`config.mk`:
```
export PLATFORM = sky130hd
export DESIGN_NAME = uart_irq_ident
export DESIGN_NICKNAME = d
export VERILOG_FILES = /design/src/rtl/uart_iid_pkg.sv /design/src/rtl/uart_iid_src.sv /design/src/rtl/uart_iid_enc.sv /design/src/rtl/uart_irq_ident.sv
export SDC_FILE = /design/constraint.sdc
export NUM_CORES = 1
export LEC_CHECK = 0
export CAP_MARGIN = 20
export CORE_UTILIZATION = 40
export DETAILED_ROUTE_END_ITERATION = 10
export PLACE_DENSITY = 0.8
export SETUP_SLACK_MARGIN = 0.3
export SYNTH_ARGS = -nofsm -noshare
export SYNTH_HDL_FRONTEND = slang
export SYNTH_SLANG_ARGS = --single-unit
```
`constraint.sdc`:
```
create_clock -name clk -period 1.5 [get_ports clk]
set_input_delay 0.3 -clock clk [delete_from_list [all_inputs] [get_ports clk]]
set_output_delay 0.3 -clock clk [all_outputs]
set_load 0.01 [all_outputs]
```
`src/rtl/uart_iid_pkg.sv`:
```
package uart_iid_pkg;

    typedef enum logic [2:0] {
        ID_MODEM  = 3'b000,
        ID_THRE   = 3'b001,
        ID_RXDATA = 3'b010,
        ID_LINE   = 3'b011,
        ID_RXTMO  = 3'b110
    } iid_code_e;

    typedef struct packed {
        logic line;
        logic rxtmo;
        logic rxdata;
        logic thre;
        logic modem;
    } iid_src_t;

    typedef struct packed {
        logic [1:0] fifo_on;
        logic [1:0] zero;
        iid_code_e  id;
        logic       none;
    } iid_byte_t;

    localparam int NSTICKY  = 4;
    localparam int SK_LINE  = 0;
    localparam int SK_TMO   = 1;
    localparam int SK_THRE  = 2;
    localparam int SK_MODEM = 3;

    localparam int EN_RX    = 0;
    localparam int EN_THRE  = 1;
    localparam int EN_LINE  = 2;
    localparam int EN_MODEM = 3;

    function automatic iid_byte_t iid_encode(input iid_src_t act, input logic fifo_on);
        iid_byte_t b;
        b.fifo_on = {2{fifo_on}};
        b.zero    = 2'b00;
        b.none    = 1'b0;
        if (act.line)        b.id = ID_LINE;
        else if (act.rxtmo)  b.id = ID_RXTMO;
        else if (act.rxdata) b.id = ID_RXDATA;
        else if (act.thre)   b.id = ID_THRE;
        else begin
            b.id   = ID_MODEM;
            b.none = ~act.modem;
        end
        return b;
    endfunction

endpackage

```
`src/rtl/uart_iid_src.sv`:
```
module uart_iid_src
    import uart_iid_pkg::*;
#(
    parameter int LS_W = 4,
    parameter int MS_W = 4
) (
    input  logic            clk,
    input  logic            rst,
    input  logic [3:0]      ier,
    input  logic            fifo_en,
    input  logic [LS_W-1:0] ls_err,
    input  logic            rx_at_trig,
    input  logic            rx_tmo,
    input  logic            thr_empty,
    input  logic [MS_W-1:0] ms_delta,
    input  logic            rd_lsr,
    input  logic            rd_rbr,
    input  logic            rd_iir,
    input  logic            rd_msr,
    input  logic            wr_thr,
    input  logic            thre_shown,
    output iid_src_t        pend,
    output logic [3:0]      ier_q,
    output logic            fifo_q
);

    logic [NSTICKY-1:0] set_v, clr_v, sticky_q, dfr_q;
    logic               rxlvl_q;
    logic               ack_q;

    always_comb begin
        set_v           = '0;
        set_v[SK_LINE]  = |ls_err;
        set_v[SK_TMO]   = rx_tmo;
        set_v[SK_THRE]  = thr_empty;
        set_v[SK_MODEM] = |ms_delta;
        clr_v           = '0;
        clr_v[SK_LINE]  = rd_lsr;
        clr_v[SK_TMO]   = rd_rbr;
        clr_v[SK_THRE]  = wr_thr | ack_q;
        clr_v[SK_MODEM] = rd_msr;
    end

    always_ff @(posedge clk) begin
        if (rst) begin
            sticky_q <= '0;
            dfr_q    <= '0;
            rxlvl_q  <= 1'b0;
            ier_q    <= '0;
            fifo_q   <= 1'b0;
            ack_q    <= 1'b0;
        end else if (rd_iir) begin
            dfr_q <= dfr_q | set_v;
            ack_q <= ack_q | thre_shown;
        end else begin
            for (int i = 0; i < NSTICKY; i++) begin
                sticky_q[i] <= (sticky_q[i] & ~clr_v[i]) | set_v[i] | dfr_q[i];
            end
            dfr_q   <= '0;
            ack_q   <= 1'b0;
            rxlvl_q <= rx_at_trig;
            ier_q   <= ier;
            fifo_q  <= fifo_en;
        end
    end

    assign pend.line   = sticky_q[SK_LINE];
    assign pend.rxtmo  = sticky_q[SK_TMO];
    assign pend.rxdata = rxlvl_q;
    assign pend.thre   = sticky_q[SK_THRE];
    assign pend.modem  = sticky_q[SK_MODEM];

    assert_freeze_stable_R5: assert property (@(posedge clk) disable iff (rst)
        (rd_iir && $past(rd_iir) && !$past(rst)) |-> ($stable(sticky_q) && $stable(rxlvl_q)));

endmodule

```
`src/rtl/uart_iid_enc.sv`:
```
module uart_iid_enc
    import uart_iid_pkg::*;
(
    input  iid_src_t   pend,
    input  logic [3:0] ier_q,
    input  logic       fifo_q,
    output iid_byte_t  byte_o,
    output logic       thre_shown
);

    iid_src_t act;

    always_comb begin
        act.line   = pend.line   & ier_q[EN_LINE];
        act.rxtmo  = pend.rxtmo  & ier_q[EN_RX];
        act.rxdata = pend.rxdata & ier_q[EN_RX];
        act.thre   = pend.thre   & ier_q[EN_THRE];
        act.modem  = pend.modem  & ier_q[EN_MODEM];
        byte_o     = iid_encode(act, fifo_q);
        thre_shown = (byte_o.id == ID_THRE) && !byte_o.none;
    end

endmodule

```
`src/rtl/uart_irq_ident.sv`:
```
module uart_irq_ident
    import uart_iid_pkg::*;
#(
    parameter int LS_W = 4,
    parameter int MS_W = 4
) (
    input  logic            clk,
    input  logic            rst,
    input  logic [3:0]      ier,
    input  logic            fifo_en,
    input  logic [LS_W-1:0] ls_err,
    input  logic            rx_at_trig,
    input  logic            rx_tmo,
    input  logic            thr_empty,
    input  logic [MS_W-1:0] ms_delta,
    input  logic            rd_lsr,
    input  logic            rd_rbr,
    input  logic            rd_iir,
    input  logic            rd_msr,
    input  logic            wr_thr,
    output logic [7:0]      iir_byte,
    output logic            irq
);

    iid_src_t   pend;
    logic [3:0] ier_q;
    logic       fifo_q;
    iid_byte_t  byte_w;
    logic       thre_shown;

    uart_iid_src #(.LS_W(LS_W), .MS_W(MS_W)) u_src (
        .clk(clk), .rst(rst), .ier(ier), .fifo_en(fifo_en),
        .ls_err(ls_err), .rx_at_trig(rx_at_trig), .rx_tmo(rx_tmo),
        .thr_empty(thr_empty), .ms_delta(ms_delta),
        .rd_lsr(rd_lsr), .rd_rbr(rd_rbr), .rd_iir(rd_iir),
        .rd_msr(rd_msr), .wr_thr(wr_thr), .thre_shown(thre_shown),
        .pend(pend), .ier_q(ier_q), .fifo_q(fifo_q)
    );

    uart_iid_enc u_enc (
        .pend(pend), .ier_q(ier_q), .fifo_q(fifo_q),
        .byte_o(byte_w), .thre_shown(thre_shown)
    );

    assign iir_byte = byte_w;
    assign irq      = ~byte_w.none;

    assert_line_top_R2: assert property (@(posedge clk) disable iff (rst)
        (pend.line && ier_q[EN_LINE]) |-> (iir_byte[3:0] == 4'b0110));

    assert_byte_held_R5: assert property (@(posedge clk) disable iff (rst)
        (rd_iir && $past(rd_iir) && !$past(rst)) |-> $stable(iir_byte));

    assert_line_clear_R6: assert property (@(posedge clk) disable iff (rst)
        (rd_lsr && !rd_iir && !$past(rd_iir) && (ls_err == '0)) |=> (iir_byte[3:1] != 3'b011));

    assert_thre_wr_clear_R8: assert property (@(posedge clk) disable iff (rst)
        (wr_thr && !rd_iir && !$past(rd_iir) && !thr_empty) |=> (iir_byte[3:0] != 4'b0010));

    assert_modem_clear_R9: assert property (@(posedge clk) disable iff (rst)
        (rd_msr && !rd_iir && !$past(rd_iir) && (ms_delta == '0)) |=> (iir_byte[3:0] != 4'b0000));

endmodule

```
==> results of run 1 <==
worst max-delay path: stages, from the launching register on:
cell	delay [ns]
dfxtp_4	0.36
o21ai_4	0.15
nand2_2	0.09
a221o_1	0.25
buf_2	0.14
timing repair:
action | in CTS | in global routing
pin swaps | 10 | 0
gates cloned | 0 | 0
resized for setup | 41 | 5
hold endpoints to repair | 0 | 0
endpoints found under the setup margin | 9 | 12
setup buffers | 3 | 2
final cells by class:
class / instances / area (µm²) / share of cell area (%)
clock buffers: 3 / 22.5 / 2.13
flip-flops and latches: 15 / 309 / 29.3
multi-input cells: 47 / 320 / 30.3
clock inverters: 1 / 5.00 / 0.474
well taps: 15 / 18.8 / 1.78
repair buffers: 41 / 369 / 35.0
inverters: 3 / 11.3 / 1.07
where the power goes:
part | internal, µW | switching (µW) | total (µW)
sequential | 423 | 21.2 | 444
combinational | 112 | 64.9 | 176
clock | 99.2 | 132 | 231
registers in the layout, summed over array words and instances, names as in the netlist:
name	flops
u_src.sticky_q	4
u_src.ier_q	4
u_src.dfr_q	4
u_src.fifo_q	1
u_src.ack_q	1
u_src.rxlvl_q	1
kinds of logic (layout without fill, tap and decap cells):
logic type	after synthesis	after routing	synth area share [%]
simple gates	27	27	22.3
flops	15	15	47.7
compound gates	12	12	11.9
buf+inv	9	48	7.95
mux	6	6	9.54
other cells	1	2	0.596
routing by layer:
layer / vias up / wire length [µm]
met1: 290 / 635
met3: 5 / 77
met5: - / 0
met4: 0 / 22
li1: 314 / -
met2: 18 / 815
how the worst max path moves through the flow:
| stage | start | endpoint | slack [ns] | cells after the start |
|---|---|---|---|---|
| finish | u_src.rxlvl_q$_SDFFE_PP0N_ | irq | -0.07 | 4 |
| global route | u_src.rxlvl_q$_SDFFE_PP0N_ | irq | -0.14 | 4 |
| CTS | u_src.rxlvl_q$_SDFFE_PP0N_ | irq | -0.06 | 4 |
| detailed placement | u_src.sticky_q[1]$_SDFFE_PP0N_ | iir_byte[0] | -0.12 | 4 |
| global placement | u_src.sticky_q[1]$_SDFFE_PP0N_ | irq | -0.1 | 4 |
| floorplan | u_src.sticky_q[1]$_SDFFE_PP0N_ | irq | 0.31 | 3 |
placed cells by master (no fill, tap or decap), types with 2 or more instances in the layout:
cell	n
o22ai_1	2
buf_6	4
buf_2	3
dfxtp_2	4
dlygate4sd2_1	4
or2_2	3
nor2_1	14
mux2i_1	6
dfxtp_1	10
clkbuf_4	3
or4_4	2
inv_1	3
clkdlybuf4s50_1	17
a21oi_1	2
nand2_2	2
conb_1	2
nor2_4	2
buf_4	10
o21ai_0	4
per-stage QoR:
step | hold WS (ns) | setup slack (ns) | util, % | std cells | cell area, µm²
3_5_place_dp | 0.440 | -0.120 | 70.0 | 116 | 968
2_1_floorplan | 0.416 | 0.311 | - | 71 | 646
6_report | 0.459 | -0.0749 | 76.4 | 125 | 1060
5_1_grt | 0.475 | -0.143 | 76.4 | 125 | 1060
3_3_place_gp | 0.433 | -0.0969 | 70.0 | 116 | 968
4_1_cts | 0.464 | -0.0610 | 74.5 | 123 | 1030
==> flow_metrics.tcl, run 1 <==
set metrics [dict create \
    status "complete, but fails checks" \
    synth_seq_cells 15 \
    ir_worst_vdd_mv 0.714 \
    ff2ff_setup_slack_ns 0.35 \
    synth_warnings 0 \
    rows 13 \
    die-area_um2 1740 \
    crit_path_end_kind "output port" \
    r2r-end "u_src.sticky_q[3]$_SDFFE_PP0N_" \
    clock-root-buffer "clkbuf_4" \
    wl_mm 1.55 \
    period_share_pct 105 \
    portBuffers 29 \
    final_nets 134 \
    area_growth_pct 67.8 \
    ant_nets 0 \
    die_y_um 41.7 \
    timing.fmax_ghz 0.635 \
    synth.area.top_cells "dfxtp_1 (48%), mux2i_1 (9.5%), nor2_1 (8.3%)" \
    grt_max_degree 10 \
    use_met3_pct 8.70 \
    grt_pass1_wl_mm 2.60 \
    critPathArrivalTime_ns 1.27 \
    fin_ws_ns -0.0749 \
    clock_skew_ns 0.0102 \
    period_needed_ns 1.57 \
    critPathMaxFanout 3 \
    firstDrtPassIters 4 \
    clk_pin_slew_worst_paths_ns 0.09 \
    reg2regPathDepth 3 \
    synth_area_leader_cell "dfxtp_1" \
    setup_violations 4 \
    grt_use_total_pct 19.8 \
    crit_required_ns 1.20 \
    grtUsageMet1_pct 19.9 \
    rsz0062_at_grt "true" \
    pin_count 32 \
    ctsHoldBuffers 0 \
    syn-cell-area_um2 629 \
    wl_per_cell_um 12.4 \
    antenna_found_initial 0 \
    synth.distinct_cells 23 \
    leakage_uw 0.000481 \
    cellPowerDensity_nw_per_um2 807 \
    r2r-start "u_src.dfr_q[3]$_SDFF_PP0_" \
    ys_seq_area_share_pct 47.7 \
    drc 0 \
    hold-path-endpoint "u_src.dfr_q[2]$_SDFF_PP0_" \
    coreArea_um2 1380 \
    vias 627 \
    violations "negative setup slack" \
    final_layout_size_suffix_gt1_share_pct 37.3 \
    cts.sinks 15 \
    worstSetupStartpointType "register" \
    yosysMostFrequentCell "dfxtp_1" \
    dp_hpwl_mm 1.08 \
    initial_core_util_pct 45.5 \
    grt_pass1_vias 625 \
    worstHoldStart "u_src.dfr_q[2]$_SDFF_PP0_" \
    syn_avg_cell_area_um2 8.99 \
    drv_slew 0 \
    fillers 105 \
    cts_made_buffers 3 \
    grt-busiest-layer "met2" \
    cts.path.max_buffers 2 \
    vias_per_cell 5.02 \
    syn-instance-count 70 \
    grtUsageMet2_pct 35.0 \
    grt_overflow 0 \
    async_reset_ff_share_pct 0 \
    place.gp.congestion 0.706 \
    maxCapViolations 0 \
    worst_hold_path.num_cells 2 \
    hold_violations 0 \
    clk_latency_ns 0.29 \
    synth_edf_count 0 \
    critPathKind "reg2out" \
    cts_tree "done" \
    diodes 0 \
    worstHoldPathType "reg2reg" \
    cts_max_level 1 \
    p_total_uw 852 \
    drt-initial-drc-count 8 \
    synth-main-ff-cell "dfxtp_1" \
    fin_setup_tns_ns -0.177 \
    die_x_um 41.7 \
    netlist.area_leader.share_pct 47.7 \
    synthTopCellsByCount "dfxtp_1 (15), nor2_1 (14), mux2i_1 (6), buf_4 (4), o21ai_0 (4)" \
]
Note: power is estimated with default switching activity, not from simulation.
==> inputs of run 2 (changes only) <==
--- a/config.mk
+++ b/config.mk
@@ -8,7 +8,7 @@
 export CAP_MARGIN = 20
 export CORE_UTILIZATION = 40
 export DETAILED_ROUTE_END_ITERATION = 10
-export PLACE_DENSITY = 0.8
+export PLACE_DENSITY_LB_ADDON = 0.08
 export SETUP_SLACK_MARGIN = 0.3
 export SYNTH_ARGS = -nofsm -noshare
 export SYNTH_HDL_FRONTEND = slang
==> run 2 against run 1 <==
  * The run still ends with negative setup slack left
  * Via count fell by 4.3%
  * Register-to-register slack hardly changed
  * Worst setup slack better by 0.023 ns
  * Critical path depth stayed put
  * Non-clock buffer count is 1 lower
  * Global-route usage is 0.054 points higher
  * Critical path type unchanged
  * Critical endpoint unchanged
==> flow_metrics.tcl, run 2 (synthesis results as in run 1) <==
set metrics [dict create \
    die-area_um2 1740 \
    final_cell_area_um2 1010 \
    maxCapViolations 0 \
    wl_mm 1.47 \
    fin_util_pct 73.3 \
    setup_violations 3 \
    final_common_cell "clkdlybuf4s50_1" \
    r2r-end "u_src.sticky_q[3]$_SDFFE_PP0N_" \
    ff2ff_setup_slack_ns 0.35 \
    drc 0 \
    grtUsageMet2_pct 36.3 \
    crit_path_end_kind "output port" \
    ir_worst_vdd_mv 0.651 \
    cts_max_level 1 \
    place.gp.congestion 0.776 \
    use_met3_pct 4.35 \
    cts.path.max_buffers 2 \
    grt_use_total_pct 19.9 \
    vias 600 \
    period_share_pct 103 \
    grt_pass1_wl_mm 2.62 \
    area_growth_pct 61.0 \
    die_y_um 41.7 \
    final_nets 133 \
    leakage_uw 0.000464 \
    crit_required_ns 1.20 \
    fin_setup_tns_ns -0.0773 \
    grt-busiest-layer "met2" \
    grt_overflow 0 \
    die_x_um 41.7 \
    dp_hpwl_mm 1.19 \
    critPathKind "reg2out" \
    clk_pin_slew_worst_paths_ns 0.09 \
    diodes 0 \
    multiInputGateArea_um2 308 \
    worstHoldPathType "reg2reg" \
    pin_count 32 \
    wl_per_cell_um 11.8 \
    vias_per_cell 4.84 \
    cp_slowest_stage_delay_ns 0.33 \
    grtUsageMet1_pct 20.9 \
    clock-root-buffer "clkbuf_4" \
    critPathMaxFanout 3 \
    r2r-start "u_src.dfr_q[3]$_SDFF_PP0_" \
    portBuffers 29 \
    final_cell_mix "clkdlybuf4s50_1 (18), nor2_1 (14), buf_4 (10), dfxtp_1 (10), mux2i_1 (6)" \
    fillers 142 \
    violations "negative setup slack" \
    reg2regPathDepth 3 \
    final_layout_size_suffix_gt1_share_pct 34.9 \
    antenna_found_initial 0 \
    placed_cell_area_um2 976 \
    coreArea_um2 1380 \
    top_regs "u_src.dfr_q x4, u_src.ier_q x4, u_src.sticky_q x4" \
    path_cells "o21ai_2 > nand2_2 > a221o_1 > buf_2" \
    grt_max_degree 9 \
    initial_core_util_pct 45.5 \
    critPathArrivalTime_ns 1.25 \
    crit_end "irq" \
    seqCellArea_um2 307 \
    fin_ws_ns -0.0522 \
    clk_latency_ns 0.27 \
    clock_skew_ns 0.000365 \
    cts.sinks 15 \
    crit_path_start "u_src.sticky_q[1]$_SDFFE_PP0N_" \
    cpMaxStageDelayCell "dfxtp_2" \
    cts_made_buffers 3 \
    rsz0062_at_grt "true" \
    ant_nets 0 \
    worstSetupStartpointType "register" \
    drv_slew 0 \
    grt_pass1_vias 664 \
    status "complete, but fails checks" \
    firstDrtPassIters 3 \
    period_needed_ns 1.55 \
    drt-initial-drc-count 5 \
    rows 13 \
    timing.fmax_ghz 0.644 \
    cellPowerDensity_nw_per_um2 829 \
    hold_violations 0 \
    cts_tree "done" \
]
==> run 2: cell count changes in the layout (fill, tap and decap cells not counted), sizes merged <==
cell,change
buf,-1
clkbuf,+2
clkdlybuf4s15,-1
clkdlybuf4s50,+1
clkinv,-1
dlymetal6s2s,-1
==> run 2: how the worst min path moves through the flow <==
| stage | slack (ns) | from | cells after the start | to |
|---|---|---|---|---|
| after detailed placement | 0.44 | u_src.dfr_q[1]$_SDFF_PP0_ | 2 | u_src.dfr_q[1]$_SDFF_PP0_ |
| after floorplan | 0.42 | ls_err[1] | 2 | u_src.dfr_q[0]$_SDFF_PP0_ |
| after global placement | 0.43 | u_src.dfr_q[1]$_SDFF_PP0_ | 2 | u_src.dfr_q[1]$_SDFF_PP0_ |
| after global routing | 0.47 | ls_err[3] | 4 | u_src.dfr_q[0]$_SDFF_PP0_ |
| final | 0.46 | u_src.dfr_q[1]$_SDFF_PP0_ | 2 | u_src.dfr_q[1]$_SDFF_PP0_ |
| after CTS | 0.46 | u_src.dfr_q[1]$_SDFF_PP0_ | 2 | u_src.dfr_q[1]$_SDFF_PP0_ |
==> run 2: metal layers <==
layer	wire, µm	share of wire (%)
met5	0	0
met4	14	0.95
met3	66	4.5
met2	777	53
met1	607	41
==> run 2: cell type report <==
type	count	area share, %
Sequential cell	15	30.2
Tap cell	15	1.85
Clock buffer	4	2.59
Timing Repair Buffer	40	33.8
Multi-Input combinational cell	47	30.4
Inverter	3	1.11
==> run 2: critical path: cells and delay by family, from the launching register on <==
family                 cells  cell delay [ns]
buffers and inverters      1             0.14
AO/OA/AOI/OAI              2             0.41
flip-flops                 1             0.33
AND/OR/NAND/NOR            1             0.09
==> run 2: power breakdown <==
| part | internal, µW | total, µW | switching [µW] |
|---|---|---|---|
| registers | 424 | 443 | 18.4 |
| logic | 107 | 170 | 63.2 |
| clock network | 103 | 227 | 124 |
==> run 2: repair_timing <==
item	CTS	global route
buffers inserted	2	1
pin swaps	9	4
hold buffers	0	0
endpoints found under the setup margin	11	8
gates resized for setup	37	3
gates cloned	0	0
==> run 2: stage by stage <==
step	total power [µW]	hold slack, ns	std cells	worst slack (ns)
2_1_floorplan	520	0.416	71	0.311
3_3_place_gp	619	0.431	117	-0.0974
5_1_grt	894	0.472	124	-0.143
4_1_cts	849	0.464	123	-0.0556
3_5_place_dp	625	0.441	117	-0.147
6_report	840	0.458	124	-0.0522
==> inputs of run 3 (changes only) <==
--- a/config.mk
+++ b/config.mk
@@ -7,6 +7,7 @@
 export LEC_CHECK = 0
 export CAP_MARGIN = 20
 export CORE_UTILIZATION = 40
+export CTS_CLUSTER_SIZE = 8
 export DETAILED_ROUTE_END_ITERATION = 10
 export PLACE_DENSITY_LB_ADDON = 0.08
 export SETUP_SLACK_MARGIN = 0.3
==> results of run 3 <==
The final DEF is identical to that of run 2; final timing and power are the same.
